### config.mk
export PLATFORM = sky130hd
export DESIGN_NAME = irq_msg_queue
export DESIGN_NICKNAME = d
export VERILOG_FILES = /design/src/rtl/irq_msg_pkg.sv /design/src/rtl/irq_event_pack.sv /design/src/rtl/irq_entry_fifo.sv /design/src/rtl/irq_reg_view.sv /design/src/rtl/irq_msg_queue.sv
export SDC_FILE = /design/constraint.sdc
export NUM_CORES = 1
export LEC_CHECK = 0
export BUFFER_PORTS_ARGS = -buffer_cell sky130_fd_sc_hd__buf_2
export CORE_ASPECT_RATIO = 0.8
export CORE_MARGIN = 1
export CORE_UTILIZATION = 61
export DETAILED_ROUTE_END_ITERATION = 12
export PLACE_DENSITY = 0.87
export SYNTH_ARGS = -nofsm -noshare
export SYNTH_HDL_FRONTEND = slang
export SYNTH_SLANG_ARGS = --single-unit
### constraint.sdc
create_clock -name clk -period 10.65 [get_ports clk]
set_clock_uncertainty 0.05 [all_clocks]
set_input_delay 0.5325 -clock clk [delete_from_list [all_inputs] [get_ports clk]]
set_output_delay 0.5325 -clock clk [all_outputs]
set_load 0.01 [all_outputs]
### src/rtl/irq_msg_pkg.sv
package irq_msg_pkg;

  localparam int REQ_ID_W   = 16;
  localparam int MSI_ADDR_W = 11;
  localparam int MSI_DATA_W = 32;
  localparam int LINE_W     = 2;
  localparam int WORD_W     = 32;

  typedef enum logic [LINE_W-1:0] {
    LINE_A = 2'b00,
    LINE_B = 2'b01,
    LINE_C = 2'b10,
    LINE_D = 2'b11
  } line_e;

  typedef struct packed {
    logic                  is_msi;
    line_e                 line;
    logic                  asrt;
    logic [REQ_ID_W-1:0]   req_id;
    logic [MSI_ADDR_W-1:0] msi_addr;
    logic [MSI_DATA_W-1:0] msi_data;
  } irq_entry_t;

endpackage

### src/rtl/irq_event_pack.sv
module irq_event_pack
  import irq_msg_pkg::*;
(
  input  logic                  ev_is_msi,
  input  logic [LINE_W-1:0]     ev_line,
  input  logic                  ev_assert,
  input  logic [REQ_ID_W-1:0]   ev_req_id,
  input  logic [MSI_ADDR_W-1:0] ev_msi_addr,
  input  logic [MSI_DATA_W-1:0] ev_msi_data,
  output irq_entry_t            entry
);

  // Each kind keeps only the fields that belong to it; the rest are zeroed.
  always_comb begin
    entry.is_msi = ev_is_msi;
    entry.req_id = ev_req_id;
    if (ev_is_msi) begin
      entry.line     = LINE_A;
      entry.asrt     = 1'b0;
      entry.msi_addr = ev_msi_addr;
      entry.msi_data = ev_msi_data;
    end else begin
      entry.line     = line_e'(ev_line);
      entry.asrt     = ev_assert;
      entry.msi_addr = '0;
      entry.msi_data = '0;
    end
  end

endmodule

### src/rtl/irq_entry_fifo.sv
module irq_entry_fifo
  import irq_msg_pkg::*;
#(
  parameter int DEPTH = 16
) (
  input  logic       clk,
  input  logic       rst_n,
  input  logic       push_req,
  input  irq_entry_t push_entry,
  input  logic       pop_req,
  output irq_entry_t head,
  output logic       not_empty,
  output logic       ovf
);

  localparam int PTR_W = (DEPTH > 1) ? $clog2(DEPTH) : 1;
  localparam int CNT_W = $clog2(DEPTH + 1);

  irq_entry_t       mem [DEPTH];
  logic [PTR_W-1:0] wr_ptr, rd_ptr;
  logic [CNT_W-1:0] count;
  logic             empty, full, do_push, do_pop;

  function automatic logic [PTR_W-1:0] ptr_next(input logic [PTR_W-1:0] p);
    return (p == PTR_W'(DEPTH - 1)) ? '0 : p + 1'b1;
  endfunction

  assign empty     = (count == '0);
  assign full      = (count == CNT_W'(DEPTH));
  assign do_pop    = pop_req && !empty;
  assign do_push   = push_req && (!full || do_pop);
  assign head      = mem[rd_ptr];
  assign not_empty = !empty;

  always_ff @(posedge clk) begin
    if (do_push) mem[wr_ptr] <= push_entry;
  end

  always_ff @(posedge clk) begin
    if (!rst_n) begin
      wr_ptr <= '0;
      rd_ptr <= '0;
      count  <= '0;
      ovf    <= 1'b0;
    end else begin
      if (do_push) wr_ptr <= ptr_next(wr_ptr);
      if (do_pop)  rd_ptr <= ptr_next(rd_ptr);
      case ({do_push, do_pop})
        2'b10:   count <= count + 1'b1;
        2'b01:   count <= count - 1'b1;
        default: count <= count;
      endcase
      if (push_req && !do_push) ovf <= 1'b1;
    end
  end

  AST_COUNT_BOUND: assert property (@(posedge clk) disable iff (!rst_n)
    count <= CNT_W'(DEPTH));
  AST_FULL_DROP: assert property (@(posedge clk) disable iff (!rst_n)
    (push_req && full && !pop_req) |=> (count == $past(count)) && ovf);
  AST_OVF_STICKY: assert property (@(posedge clk) disable iff (!rst_n)
    ovf |=> ovf);
  AST_EMPTY_POP: assert property (@(posedge clk) disable iff (!rst_n)
    (pop_req && empty && !push_req) |=> (count == '0));
  AST_PUSH_POP: assert property (@(posedge clk) disable iff (!rst_n)
    (push_req && pop_req && !empty) |=> (count == $past(count)));

endmodule

### src/rtl/irq_reg_view.sv
module irq_reg_view
  import irq_msg_pkg::*;
#(
  parameter int              ADDR_W   = 12,
  parameter logic [ADDR_W-1:0] DESC_OFF = 12'h158,
  parameter logic [ADDR_W-1:0] DATA_OFF = 12'h15C
) (
  input  logic              clk,
  input  logic              rst_n,
  input  logic              root_mode,
  input  logic [ADDR_W-1:0] reg_addr,
  input  logic              reg_rd,
  input  logic              reg_wr,
  input  irq_entry_t        head,
  input  logic              head_valid,
  output logic [WORD_W-1:0] reg_rdata,
  output logic              pop_req
);

  logic              hit_desc, hit_data;
  logic [WORD_W-1:0] desc_word;

  assign hit_desc = (reg_addr == DESC_OFF);
  assign hit_data = (reg_addr == DATA_OFF);

  // Field order here is the software-visible layout.
  assign desc_word = {head_valid, head.is_msi, head.asrt, head.line,
                      head.msi_addr, head.req_id};

  always_comb begin
    reg_rdata = '0;
    if (root_mode && reg_rd && head_valid) begin
      if (hit_desc)      reg_rdata = desc_word;
      else if (hit_data) reg_rdata = head.msi_data;
    end
  end

  assign pop_req = root_mode && reg_wr && (hit_desc || hit_data);

  AST_EMPTY_ZERO: assert property (@(posedge clk) disable iff (!rst_n)
    (reg_rd && hit_desc && !reg_rdata[31]) |-> (reg_rdata == '0));
  AST_MSI_CLEAN: assert property (@(posedge clk) disable iff (!rst_n)
    (reg_rd && hit_desc && reg_rdata[30]) |-> (reg_rdata[29:27] == 3'b000));
  AST_ENDPOINT_SILENT: assert property (@(posedge clk) disable iff (!rst_n)
    !root_mode |-> (reg_rdata == '0) && !pop_req);

endmodule

### src/rtl/irq_msg_queue.sv
module irq_msg_queue
  import irq_msg_pkg::*;
#(
  parameter int                DEPTH    = 16,
  parameter int                ADDR_W   = 12,
  parameter logic [ADDR_W-1:0] DESC_OFF = 12'h158,
  parameter logic [ADDR_W-1:0] DATA_OFF = 12'h15C
) (
  input  logic                  clk,
  input  logic                  rst_n,
  input  logic                  root_mode,
  input  logic                  ev_valid,
  input  logic                  ev_is_msi,
  input  logic [LINE_W-1:0]     ev_line,
  input  logic                  ev_assert,
  input  logic [REQ_ID_W-1:0]   ev_req_id,
  input  logic [MSI_ADDR_W-1:0] ev_msi_addr,
  input  logic [MSI_DATA_W-1:0] ev_msi_data,
  input  logic [ADDR_W-1:0]     reg_addr,
  input  logic                  reg_rd,
  input  logic                  reg_wr,
  input  logic [WORD_W-1:0]     reg_wdata,
  output logic [WORD_W-1:0]     reg_rdata,
  output logic                  overflow
);

  irq_entry_t in_entry, head;
  logic       head_valid, pop_req;
  logic       unused_wdata;

  // Write data carries no meaning: any write to a queue register pops.
  assign unused_wdata = ^reg_wdata;

  irq_event_pack u_pack (
    .ev_is_msi   (ev_is_msi),
    .ev_line     (ev_line),
    .ev_assert   (ev_assert),
    .ev_req_id   (ev_req_id),
    .ev_msi_addr (ev_msi_addr),
    .ev_msi_data (ev_msi_data),
    .entry       (in_entry)
  );

  irq_entry_fifo #(.DEPTH(DEPTH)) u_fifo (
    .clk        (clk),
    .rst_n      (rst_n),
    .push_req   (ev_valid),
    .push_entry (in_entry),
    .pop_req    (pop_req),
    .head       (head),
    .not_empty  (head_valid),
    .ovf        (overflow)
  );

  irq_reg_view #(
    .ADDR_W   (ADDR_W),
    .DESC_OFF (DESC_OFF),
    .DATA_OFF (DATA_OFF)
  ) u_view (
    .clk        (clk),
    .rst_n      (rst_n),
    .root_mode  (root_mode),
    .reg_addr   (reg_addr),
    .reg_rd     (reg_rd),
    .reg_wr     (reg_wr),
    .head       (head),
    .head_valid (head_valid),
    .reg_rdata  (reg_rdata),
    .pop_req    (pop_req)
  );

endmodule

* After elaboration in Yosys (flattened, before gate mapping)
Memories as Yosys holds them, arrays and structs flattened. A register that Yosys moved wholly into a read port is not among the register bits. Index checks and enable logic that the tools add are counted.
Operators by class: add/sub/neg operators 4, eq/ne operators 7, divide/modulo/power cells 0, reduce and logical (&&, ||, !) cells 14, order comparisons 0, muxes and demuxes 12, shift operators 0, bitwise operators 0, multiply operators 0
Operators by type and width (number):
- 32-bit two-way mux | 3
- 43-bit two-way mux | 1
- 12-bit by 9-bit == test with 1-bit output (second input constant) | 2
- 4-bit two-way mux | 4
- 5-bit one-hot mux with 2 select lines | 1
- 4-bit by 1-bit adder with 4-bit output (second input constant) | 2
- 4-bit == test (second input constant) | 2
- 1-bit logical AND | 7
- 5-bit by 1-bit adder with 5-bit output (second input constant) | 1
- 5-bit == test (second input constant) | 1
- 5-bit zero test | 1
- 5-bit by 1-bit subtractor with 5-bit output (second input constant) | 1
- 1-bit zero test | 3
- 3-bit two-way mux | 1
- 2-bit by 1-bit == test with 1-bit output (second input constant) | 1
- 2-bit == test (second input constant) | 1
- 1-bit logical OR | 2
- 1-bit two-way mux | 2
- 2-bit nonzero test | 1
Storage, ports and cells: latch bits 0, bits in writable memories 1008, memories kept 1, ROM bits 0, input bits 113, register bits after elaboration 14
Memory list:
- u_fifo.mem | depth 16, bits a word 63, read ports 1, clocked after Yosys merged registers in 1, write ports 1, RTL line irq_entry_fifo.sv:19 | irq_entry_t mem [DEPTH];

* Logic depth before layout (Yosys ltp)
word-level depth 8, depth in mapped cells 14, mapped depth without buffers 12

* By module
From an unflattened synthesis, not the netlist that was laid out.
Unflattened totals: cells, all modules 1815, area, all modules 39766.9 um^2
By module, submodules not included:
- irq_entry_fifo | area each 38664.6 um^2, times used 1, cells each 1671
- irq_reg_view | area each 605.6 um^2, times used 1, cells each 77
- irq_event_pack | area each 496.7 um^2, times used 1, cells each 67

* Least setup slack after synthesis
Ideal clock, no wire load.
path type input-to-reg, start point input port reg_addr[10], end point memory u_fifo.mem[0][0] (netlist bit) (enable), buffers on the path 0, setup time 0.662 ns, data arrival time 8.053 ns, cell stages on the path 5, path slack 1.886 ns, cells stage by stage nor4b_1 > nand3_1 > o2bb2ai_2 > inv_1 > nor4b_1
Between the ends: word-level cells in the longest chain between the ends 8, elaborated cells between the ends (all ways) 9
Ends and longest elaborated chain:
- start, declared | RTL line irq_msg_queue.sv:19 | input logic [ADDR_W-1:0] reg_addr,
- 12-bit by 9-bit == test with 1-bit output, on equally long branches | RTL line irq_reg_view.sv:23, irq_reg_view.sv:24
- 1-bit logical OR * | RTL line irq_reg_view.sv:38 | assign pop_req = root_mode && reg_wr && (hit_desc || hit_data);
- 1-bit logical AND * | RTL line irq_reg_view.sv:38
- 1-bit logical AND * | RTL line irq_entry_fifo.sv:30 | assign do_pop = pop_req && !empty;
- 1-bit logical OR * | RTL line irq_entry_fifo.sv:31 | assign do_push = push_req && (!full || do_pop);
- 1-bit logical AND * | RTL line irq_entry_fifo.sv:31
- 1-bit two-way mux * | RTL line irq_entry_fifo.sv:36 | if (do_push) mem[wr_ptr] <= push_entry;
- 1-bit two-way mux (not written as such) * | RTL line irq_entry_fifo.sv:36
- end, declared | RTL line irq_entry_fifo.sv:19
Mark *: on every way between the ends. The rest lies on a longest branch, timed or not.

==> reports/metrics.cfg <==
[outcome]
run_status=complete, no violations

[clock_tree]
cts_tree=built
hold_buf_cts=0
cts-root-buf=clkbuf_16
post_cts.resized_instances=0
later_pin_clock_latency_in_the_skew_report_ns=0.63
clk_path_buf_depth=3
htreeDepth=3
postCtsSetupRepairBufs=0
tritoncts.num_buffers=89
clock_sink_count=1026
worst_path_clk_slew_ns=0.07

[global_routing]
number_of_antenna_violations_at_the_first_check_in_global_routing=5
first_pass_grt_wire_length_um=135400
grt_pass1_vias=20448
grtUsageTotal_pct=29.16
globalRouteOverflowTotal=0
pin_count_of_the_biggest_net_entering_global_routing=121

[min_path]
worst_hold_startpoint=ev_req_id[15]
hold-path-endpoint=u_fifo.mem[14][58]$_DFFE_PP_
whs_path_depth=1
hold_path.class=in2reg

[setup_path]
r2r-end=u_fifo.mem[6][32]$_DFFE_PP_
crit_required_ns=10.07
timing.critical_path.max_delay_family=buffers and inverters
worstSetupEndpointType=primary output
regToRegStartpoint=u_fifo.count[2]$_SDFFE_PN0P_
cp_slowest_stage_delay_ns=1.03
crit_path_cell_trace=buf_4 -> and2_1 -> buf_4 -> a22oi_1 -> nand2_1 -> a22o_1 -> buf_2
path_common_cell=buf_4
worst-setup-path-type=reg2out
cp_max_fo=69
depth_of_the_worst_register_to_register_path=7
startpoint_type=flop
rrSetupSlack_ns=7.12
worst_ep_arrival_time_ns=4.27
slowest_stage=dfxtp_4
crit_cells=7
worst-path-buf-inv=3

[power]
cell_internal_pwr_w=0.006166
p_sw_w=0.001540
pwr-share-comb_pct=2.4
pwr_per_cell_area_nw_per_um2=177.0
static-leakage-power_nw=13.67
swShare_pct=19.98
pwr-share-clk_pct=39.2
p_total_w=0.007706
share_seq_of_total_power_pct=58.3
vdd.ir_drop.worst_mv=0.2139

[sta]
setup-violations-final=0
timing.final.crit_share_pct=45.56
post-route-worst-setup-slack_ns=5.797
fmax_mhz=206.1
timing.final.hold_violations=0
setup_tns_ns=0
count_of_pins_over_their_slew_limit=0
finalCriticalPeriod_ns=4.853
relSlewSlack_pct=23.95
worst_slew_pin_slew_ns=1.141
grt_setup_unrepaired=false

[placed_design]
hpwl_um=45380
placedInstanceArea_um2=40870
worst_setup_timing_slack_at_the_placement_stage_ns=6.459
place.port_buffers=113
finalWeightedCongestion=0.7543

[yosys]
asr_flop_ratio_synth_pct=0
synth_warnings=0
syn-cell-area_um2=39340
synth-main-ff-cell=edfxtp_1
synthDistinctLibCells=46
number_of_enable_type_register_cells_in_the_synthesized_netlist=1008
syn_avg_cell_area_um2=22.34
syn-num-nets=1882
synthCells=1761
register_area_share_after_synthesis_pct=77.86
number_of_synthesized_register_bits=1026

[detailed_routing]
route.detailed.drc=0
wl_um=94470
route.antenna.remaining_nets=0
initial_drt_markers=2565
route.detailed.wl_per_inst_um=33.73
post_detailed_route_via_to_cell_ratio=7.010
via_count=19636
dr.pass1.iters=5

[floorplanning]
core_area_um2=63200
die_area_um2=65520
die_h_um=229.1
ios=146
fp-row-count=82
start_util_pct=62.25
fp.dieW_um=285.9

[cells_and_area]
multi_input_comb_area_um2=8328
area_growth_syn_to_layout_pct=10.64
final_design_area_no_fill_um2=43520
utilization_pct=68.87
area_taken_by_flip_flops_and_latches_um2=30640
post_route_cells_drive_above_1_share_pct=28.13
finish.net_count=2015
filler_cell_count=3642

[run]
drv.max_cap_violation_count=0

[registers in the layout, indices dropped and copies added (netlist names), named ones only]
signal,cells
u_fifo.mem,1008
u_fifo.wr_ptr,4
u_fifo.count,5
u_fifo.rd_ptr,4
u_fifo.ovf,1
[placed cells by master (no fill, tap or decap), types with 8 or more instances in the layout]
| cell | count |
|---|---|
| nor2b_1 | 11 |
| a22o_1 | 31 |
| clkbuf_16 | 92 |
| mux2i_1 | 8 |
| and2_4 | 9 |
| nand2_1 | 71 |
| ha_1 | 8 |
| clkinv_1 | 14 |
| and2_1 | 46 |
| buf_2 | 113 |
| dfxtp_1 | 15 |
| a22oi_1 | 127 |
| edfxtp_1 | 1008 |
| buf_4 | 34 |
| clkinv_2 | 24 |
| mux4_2 | 252 |
| clkbuf_1 | 21 |
[per-stage QoR]
step,instances,hold slack (ns)
finish,2801,0.2139
global route,2800,0.2028
CTS,2799,0.1779
detailed placement,2643,0.4117
global placement,2643,0.4006
floorplan,1761,0.4378
[cell usage after synthesis (2+ instances only)]
cell / n / area share, %
edfxtp_1: 1008 / 77
mux4_2: 252 / 14
a22oi_1: 127 / 2.4
nand2_1: 71 / 0.68
clkbuf_1: 69 / 0.66
and2_1: 53 / 0.84
a22o_1: 31 / 0.69
buf_2: 27 / 0.34
dfxtp_1: 18 / 0.92
nor2b_1: 16 / 0.25
ha_1: 8 / 0.25
mux2i_1: 8 / 0.20
buf_1: 5 / 0.048
buf_6: 5 / 0.14
nor4b_1: 5 / 0.11
o21a_1: 5 / 0.095
a31oi_1: 4 / 0.064
and4b_1: 4 / 0.10
o21ai_0: 4 / 0.051
inv_1: 3 / 0.029
nand3_1: 3 / 0.038
nor2_1: 3 / 0.029
nor3b_1: 3 / 0.057
a21o_1: 2 / 0.038
and3_1: 2 / 0.032
nand2b_1: 2 / 0.032
nor3_1: 2 / 0.025
xnor2_1: 2 / 0.045
xor2_1: 2 / 0.045
[worst max path at each step]
stage	end
final	reg_rdata[12]
after global routing	reg_rdata[10]
after CTS	reg_rdata[12]
after detailed placement	u_fifo.mem[6][32]$_DFFE_PP_
after global placement	reg_rdata[12]
after floorplan	u_fifo.mem[0][0]$_DFFE_PP_
[power by group through the flow]
stage / Clock (W) / Combinational (W) / Sequential (W)
global placement: 0 / 0.000170 / 0.00457
detailed placement: 0 / 0.000183 / 0.00458
global route: 0.00318 / 0.000198 / 0.00450
CTS: 0.00305 / 0.000187 / 0.00450
floorplan: 0 / 0.0000987 / 0.00458
finish: 0.00302 / 0.000188 / 0.00450
[logic make-up (layout without fill, tap and decap cells)]
group,Yosys count,in the layout,synth area share [%]
AO/OA/AOI/OAI,180,180,3.530
XOR/XNOR,4,4,0.08907
adder cells (fa/ha/maj),8,8,0.2544
buffers and inverters,109,307,1.221
flip-flops,1026,1026,77.86
multiplexers,260,260,14.63
other,0,2,0
AND/OR/NAND/NOR,174,174,2.417
[worst register-to-register path, stage by stage, from the launching register on]
cell and delay, ns:
dfxtp_1 0.51, nor4_1 0.09, nand2_1 0.11, o2bb2ai_2 0.27
inv_1 0.31, nor3b_2 0.44, and2_4 0.62, buf_4 0.71
[metal layers]
metal / vias up / part of all wire [%] / GRT usage [%]
li1: 7727 / - / -
met1: 10209 / 34 / 37.05
met2: 1444 / 51 / 49.21
met3: 254 / 11 / 6.345
met4: 2 / 3.9 / 12.10
met5: - / 0.0074 / 0
[layout make-up]
class                      count  share of cell area (%)
multi-input combinational    626                   19.13
inverter                       3                 0.02587
tap                          840                   2.415
sequential                  1026                   70.40
timing repair buffer         148                   1.932
clock buffer                 113                   5.471
clock inverter                43                  0.6123
antenna                        2                 0.01150
Power figures use the tool's default switching activity.
